`config.mk`:
```
export PLATFORM = sky130hd
export DESIGN_NAME = cascade_dot_port
export DESIGN_NICKNAME = d
export VERILOG_FILES = /design/src/rtl/cdp_pkg.sv /design/src/rtl/cdp_ctrl.sv /design/src/rtl/cdp_data.sv /design/src/rtl/cascade_dot_port.sv
export SDC_FILE = /design/constraint.sdc
export NUM_CORES = 1
export LEC_CHECK = 0
export BUFFER_PORTS_ARGS = -buffer_cell sky130_fd_sc_hd__buf_2
export CAP_MARGIN = 15
export CORE_ASPECT_RATIO = 0.6
export CORE_UTILIZATION = 35
export DETAILED_ROUTE_END_ITERATION = 10
export PLACE_DENSITY = 0.59
export SLEW_MARGIN = 20
export SYNTH_ARGS = -nofsm -noshare
export SYNTH_HDL_FRONTEND = slang
export SYNTH_HIERARCHICAL = 1
export SYNTH_SLANG_ARGS = --single-unit
export TNS_END_PERCENT = 20
```
`constraint.sdc`:
```
create_clock -name clk -period 45.3 [get_ports clk]
set_clock_uncertainty 0.1 [all_clocks]
set_input_delay 11.325 -clock clk [delete_from_list [all_inputs] [get_ports clk]]
set_output_delay 11.325 -clock clk [all_outputs]
set_load 0.03 [all_outputs]
```
`src/rtl/cdp_pkg.sv`:
```
package cdp_pkg;

  // control word bit roles
  localparam int SEL_IDX   = 7;  // 1: word goes to control word 1
  localparam int MODE_IDX  = 0;  // word 1: 1 = pass-through output
  localparam int SLEEP_IDX = 6;  // word 0: 0 = sleep

  typedef struct packed {
    logic shiftDot;
    logic shiftCtrl;
    logic latchDot;
    logic latchCtrl;
  } cdpStrobe_t;

endpackage

```
`src/rtl/cdp_ctrl.sv`:
```
module cdp_ctrl
  import cdp_pkg::*;
#(
  parameter int DOT_BITS = 160
) (
  input  logic       clk,
  input  logic       rstN,
  input  logic       ceN,
  input  logic       regSel,
  output cdpStrobe_t stb
);

  localparam int CNT_W = (DOT_BITS > 2) ? $clog2(DOT_BITS) : 1;
  localparam logic [CNT_W-1:0] CNT_LAST = CNT_W'(DOT_BITS - 1);

  logic             ceQ;
  logic [CNT_W-1:0] dotCnt;
  logic             fullSeen;
  logic             ceRise;

  assign ceRise = ceN && !ceQ;

  always_comb begin
    stb.shiftDot  = !ceN && !regSel;
    stb.shiftCtrl = !ceN && regSel;
    stb.latchCtrl = ceRise && regSel;
    stb.latchDot  = ceRise && !regSel && fullSeen && (dotCnt == '0);
  end

  always_ff @(posedge clk or negedge rstN) begin
    if (!rstN) begin
      ceQ      <= 1'b1;
      dotCnt   <= '0;
      fullSeen <= 1'b0;
    end else begin
      ceQ <= ceN;
      if (ceRise) begin
        dotCnt   <= '0;
        fullSeen <= 1'b0;
      end else if (stb.shiftDot) begin
        if (dotCnt == CNT_LAST) begin
          dotCnt   <= '0;
          fullSeen <= 1'b1;
        end else begin
          dotCnt <= dotCnt + 1'b1;
        end
      end
    end
  end


  shift_gate_chk: assert property (@(posedge clk) disable iff (!rstN)
    (stb.shiftDot || stb.shiftCtrl) |-> !ceN);


  latch_gate_chk: assert property (@(posedge clk) disable iff (!rstN)
    (stb.latchDot || stb.latchCtrl) |-> (ceN && !ceQ));


  strobe_excl_chk: assert property (@(posedge clk) disable iff (!rstN)
    $onehot0({stb.shiftDot, stb.shiftCtrl, stb.latchDot, stb.latchCtrl}));


  cnt_range_chk: assert property (@(posedge clk) disable iff (!rstN)
    dotCnt <= CNT_LAST);

endmodule

```
`src/rtl/cdp_data.sv`:
```
module cdp_data
  import cdp_pkg::*;
#(
  parameter int DOT_BITS  = 160,
  parameter int CTRL_BITS = 8
) (
  input  logic                 clk,
  input  logic                 rstN,
  input  logic                 sdIn,
  input  logic                 regSel,
  input  cdpStrobe_t           stb,
  output logic                 sdOut,
  output logic [DOT_BITS-1:0]  dotWord,
  output logic [CTRL_BITS-1:0] ctrlWord0,
  output logic [CTRL_BITS-1:0] ctrlWord1
);

  localparam int TOP_CTRL = CTRL_BITS - 1;
  localparam int TOP_DOT  = DOT_BITS - 1;

  logic [CTRL_BITS-1:0] ctrlSr;
  logic [DOT_BITS-1:0]  dotSr;
  logic                 passMode;

  assign passMode = ctrlWord1[MODE_IDX];

  always_ff @(posedge clk or negedge rstN) begin
    if (!rstN) begin
      ctrlSr    <= '0;
      ctrlWord0 <= '0;
      ctrlWord1 <= '0;
    end else begin
      if (stb.shiftCtrl) ctrlSr <= {ctrlSr[TOP_CTRL-1:0], sdIn};
      if (stb.latchCtrl) begin
        if (ctrlSr[SEL_IDX]) ctrlWord1 <= ctrlSr;
        else                 ctrlWord0 <= ctrlSr;
      end
    end
  end

  // dot storage survives reset
  always_ff @(posedge clk) begin
    if (stb.shiftDot) dotSr <= {dotSr[TOP_DOT-1:0], sdIn};
    if (stb.latchDot) dotWord <= dotSr;
  end

  always_comb begin
    if (regSel) sdOut = passMode ? sdIn : ctrlSr[TOP_CTRL];
    else        sdOut = dotSr[TOP_DOT];
  end


  ctrl_route_chk: assert property (@(posedge clk) disable iff (!rstN)
    (stb.latchCtrl && ctrlSr[SEL_IDX]) |=> (ctrlWord1 == $past(ctrlSr)) && $stable(ctrlWord0));


  ctrl_route0_chk: assert property (@(posedge clk) disable iff (!rstN)
    (stb.latchCtrl && !ctrlSr[SEL_IDX]) |=> (ctrlWord0 == $past(ctrlSr)) && $stable(ctrlWord1));


  ctrl_hold_chk: assert property (@(posedge clk) disable iff (!rstN)
    !stb.latchCtrl |=> $stable(ctrlWord0) && $stable(ctrlWord1));

endmodule

```
`src/rtl/cascade_dot_port.sv`:
```
module cascade_dot_port
  import cdp_pkg::*;
#(
  parameter int DOT_BITS  = 160,
  parameter int CTRL_BITS = 8
) (
  input  logic                 clk,
  input  logic                 rstN,
  input  logic                 ceN,
  input  logic                 regSel,
  input  logic                 sdIn,
  output logic                 sdOut,
  output logic [DOT_BITS-1:0]  dotWord,
  output logic [CTRL_BITS-1:0] ctrlWord0,
  output logic [CTRL_BITS-1:0] ctrlWord1
);

  cdpStrobe_t stb;

  cdp_ctrl #(.DOT_BITS(DOT_BITS)) ctrlUnit (
    .clk    (clk),
    .rstN   (rstN),
    .ceN    (ceN),
    .regSel (regSel),
    .stb    (stb)
  );

  cdp_data #(.DOT_BITS(DOT_BITS), .CTRL_BITS(CTRL_BITS)) dataUnit (
    .clk       (clk),
    .rstN      (rstN),
    .sdIn      (sdIn),
    .regSel    (regSel),
    .stb       (stb),
    .sdOut     (sdOut),
    .dotWord   (dotWord),
    .ctrlWord0 (ctrlWord0),
    .ctrlWord1 (ctrlWord1)
  );

endmodule

```
# Word level (Yosys, flattened, before mapping)
# Cells that the tools add are included.
# classes
n_reduce_logical,16
n_mux,8
addsub,1
eq_ne,1
bitwise,1
# op_table
operator,count
$mux 8,3
$add 8x1->8 const B,1
$eq 8x8->1 const B,1
$logic_not 8->1,1
$logic_and 1x1->1,7
$reduce_and 2->1,3
$mux 1,5
$reduce_bool 2->1,2
$logic_not 1->1,3
$not 1->1,1
# totals
reg_bits,353
word_cells,35
out_inout_bits,177
input_bits,5

# Logic depth before layout (Yosys ltp)
# depth
ltp_word,5
depth_mapped,5
mapped_depth_nobuf,5

# Modules after synthesis
# The synthesis kept the hierarchy.
# modules_own_cells
mod,instances,cells_per_inst,area_per_inst_um2,seq_area_each_um2
cdp_data,1,375,10531.4,10184.8
cdp_ctrl,1,55,555.5,251.5

# Worst setup path before layout
# OpenSTA, ideal clock, no wires.
# synth_timing
path_type,in2reg
from,in ceN
to,"reg dataUnit.dotWord[0], enable pin"
path_buffers,0
setup_ns,1.071
required_time_ns,44.129
arrival_time_ns,26.663
cell_stages,3
slack_ns,17.466
path_cell_list,nor2b_1 > nand3_1 > nor4_1
# synth_lines
element,line_no,text
from (decl),cascade_dot_port.sv:9,"input logic ceN,"
to (signal assigned),cdp_data.sv:44,if (stb.latchDot) dotWord <= dotSr;
to (decl),cdp_data.sv:13,"output logic [DOT_BITS-1:0] dotWord,"

# Worst setup path after layout
# layout_timing
from,in regSel
to,out sdOut
# layout_between
elab_chain_len,1
# layout_lines
element,line_no,text
from (decl),cascade_dot_port.sv:10,"input logic regSel,"
$mux 1,cdp_data.sv:48,if (regSel) sdOut = passMode ? sdIn : ctrlSr[TOP_CTRL];
to (decl),cascade_dot_port.sv:12,"output logic sdOut,"
# Every way passes these cells.

==> flow_summary.ini <==
[drt]
wl_mm = 17.9
first_iter_violations = 357
drtPass1Iterations = 6
routedWlPerCell_um = 16.5
route.detailed.drc = 0
vias = 4634
final_antenna_net_count = 0
viasPerCell = 4.27

[synth]
syn_area_sq_um = 11100
yosysSeqAreaShare_pct = 94.1
yosys_warnings = 6
syn_area_per_cell_sq_um = 25.8
syn_inst = 430
ys_ff_latch = 353
synth_cell_type_count = 38
synth_nets = 437

[die]
die_h_um = 140
die_w_um = 232
io-pin-count = 182
coreArea_sq_um = 31200
start_util_pct = 35.6
rows = 50
die_area_sq_um = 32400

[pwr]
powerDensity_nw_per_um2 = 49.8
peakVddDrop_uv = 27.1
cellLeakagePower_nw = 4.86

[clock_network]
cts-hold-fix-buffers = 0
insertion_delay_ns = 0.55
clock-sinks = 353
cts_setup_buffers = 0
cts-root-buf = clkbuf_16
cts.repair.resized = 0
ctsLongestPathBuffers = 3
htreeDepth = 1
cts_made_buffers = 31
cts_tree = done
clkTransAtPathRegs_ns = 0.07

[run]
drv_cap = 0

[layout]
drive_gt1_share_pct = 39.4
diodes = 0
regArea_sq_um = 10400
fill_cells = 2731
final_util_pct = 43.4
final_nets = 652
stdcell_count = 1086
syn_to_final_growth_pct = 22.0
multi_input_area_sq_um = 629

[worst_setup_path]
end_kind = primary output
r2r-end = dataUnit/dotWord[105]
critPathMaxFanout = 9
reg2reg_depth = 7
crit-reg2reg-launch = ctrlUnit/dotCnt[0]
r2r_setup_slack_ns = 42.50
worst_setup_path_start_kind = input port
critPathKind = input port to primary output
crit_required_ns = 33.88
crit_arrival_ns = 11.93

[hold_path]
hp-class = flip-flop to flip-flop
hold_start = dataUnit/dotSr[82]
hold_end = dataUnit/dotWord[82]
whs_path_depth = 0

[timing]
rsz0062_at_grt = false
fin_ws_ns = 21.95
max_freq_ghz = 0.0428
fin_setup_tns_ns = 0
min_period_over_period_pct = 51.6
setup_violations = 0
period_needed_ns = 23.35
final_hold_viol_count = 0
drv_slew = 0
worst_slew_pin_slew_ns = 1.01
maxSlewHeadroom_pct = 32.8

[placed_design]
gp_congestion = 0.756
place_hpwl_mm = 10.8
dp_slack_ns = 21.95
port_buffers = 180
place_inst = 1028

[global_route]
grt_pass1_wl_mm = 27.6
grt_max_degree = 79
overflow = 0
grt_pass1_vias = 4764
antenna_found_initial = 0
globalRouteTotalUtil_pct = 11.0

[status]
status = complete, no violations
## area by class of cell
class	count	share of cell area [%]
clock buffer	36	6.02
tap	416	3.85
timing repair buffer	185	6.94
clock inverter	22	1.28
sequential	353	77.2
multi-input combinational	71	4.65
inverter	3	0.0833
## synthesized netlist by cell type
cell	instances	area, sq um
nor4_1	1	6.26
xnor2_1	2	17.5
mux2i_1	2	20.0
nand3_1	3	15.0
dfstp_2	1	26.3
nand2_2	1	6.26
ha_1	2	25.0
and4bb_2	1	12.5
a22o_1	1	8.76
edfxtp_1	320	9610
o31ai_1	2	15.0
nor2b_1	1	6.26
and4_1	1	8.76
mux2_2	15	169
a31oi_1	1	6.26
nor2_1	5	18.8
nand2_1	4	15.0
nand2b_1	1	6.26
mux2_4	8	120
nor4bb_1	1	10.0
a41o_1	1	10.0
conb_1	1	3.75
or4_1	2	15.0
nor3b_1	1	7.51
and2_1	2	12.5
o21ai_0	1	5.00
or2b_1	1	7.51
a21oi_1	4	20.0
nand2b_4	1	13.8
buf_2	1	5.00
and2b_1	1	7.51
dfrtp_1	32	801
nand4_1	2	12.5
inv_1	3	11.3
or3_1	1	6.26
buf_6	1	11.3
buf_4	1	7.51
o21a_1	1	7.51
## worst max-delay path by stage
| stage | start | end | cells past startpoint |
|---|---|---|---|
| CTS | regSel | sdOut | 4 |
| finish | regSel | sdOut | 4 |
| global placement | regSel | sdOut | 4 |
| detailed placement | regSel | sdOut | 4 |
| global route | regSel | sdOut | 4 |
| floorplan | ceN | dataUnit/dotWord[0] | 3 |
## stage by stage
stage / instance area, sq um / total power, mW / hold WS (ns)
after floorplan: 11100 / 0.415 / 0.321
after global placement: 12500 / 0.426 / 0.323
after detailed placement: 12500 / 0.428 / 0.330
after CTS: 13500 / 0.683 / 0.343
after global routing: 13500 / 0.699 / 0.352
final: 13500 / 0.673 / 0.338
## placed cells by master, fill, tap and decap left out, types with 3 or more instances in the layout
cell type,n
a21oi_1,4
buf_2,180
buf_4,5
clkbuf_1,3
clkbuf_16,31
clkinv_1,5
clkinv_2,10
dfrtp_1,32
edfxtp_1,320
inv_1,3
mux2_2,15
mux2_4,8
nand2_1,4
nand3_1,3
nor2_1,4
## critical path, cell delays in order
cell	delay, ns
buf_2	0.20
nor2_1	0.06
a21oi_1	0.12
buf_2	0.22
## where the power goes
part | internal (mW) | switching, mW
logic | 0.0157 | 0.0241
registers | 0.370 | 0.0103
clock network | 0.141 | 0.112
total | 0.527 | 0.147
## state kept, by name (all words and copies together) (netlist names)
name,cells
dataUnit/dotWord,160
ctrlUnit/fullSeen,1
dataUnit/dotSr,160
ctrlUnit/dotCnt,8
dataUnit/ctrlWord1,8
ctrlUnit/ceQ,1
dataUnit/ctrlSr,8
dataUnit/ctrlWord0,7
## logic make-up (layout without fill, tap and decap cells)
family / count (synthesis) / after routing / share of synthesized area, %
compound gates: 11 / 11 / 0.655
xor+xnor: 2 / 2 / 0.158
fa+ha+maj: 2 / 2 / 0.226
buf+inv: 6 / 246 / 0.316
flops: 353 / 353 / 94.1
mux: 25 / 25 / 2.79
other cells: 1 / 1 / 0.0338
simple gates: 30 / 30 / 1.69
## metal layers
| layer | share of wire [%] | vias up | GRT usage [%] |
|---|---|---|---|
| met1 | 48 | 2340 | 16.0 |
| met3 | 6.3 | 23 | 3.30 |
| met2 | 44 | 135 | 16.0 |
| met5 | 0 | - | 0 |
| li1 | - | 2136 | - |
| met4 | 1.9 | 0 | 2.74 |
(Power assumes the default switching activity.)
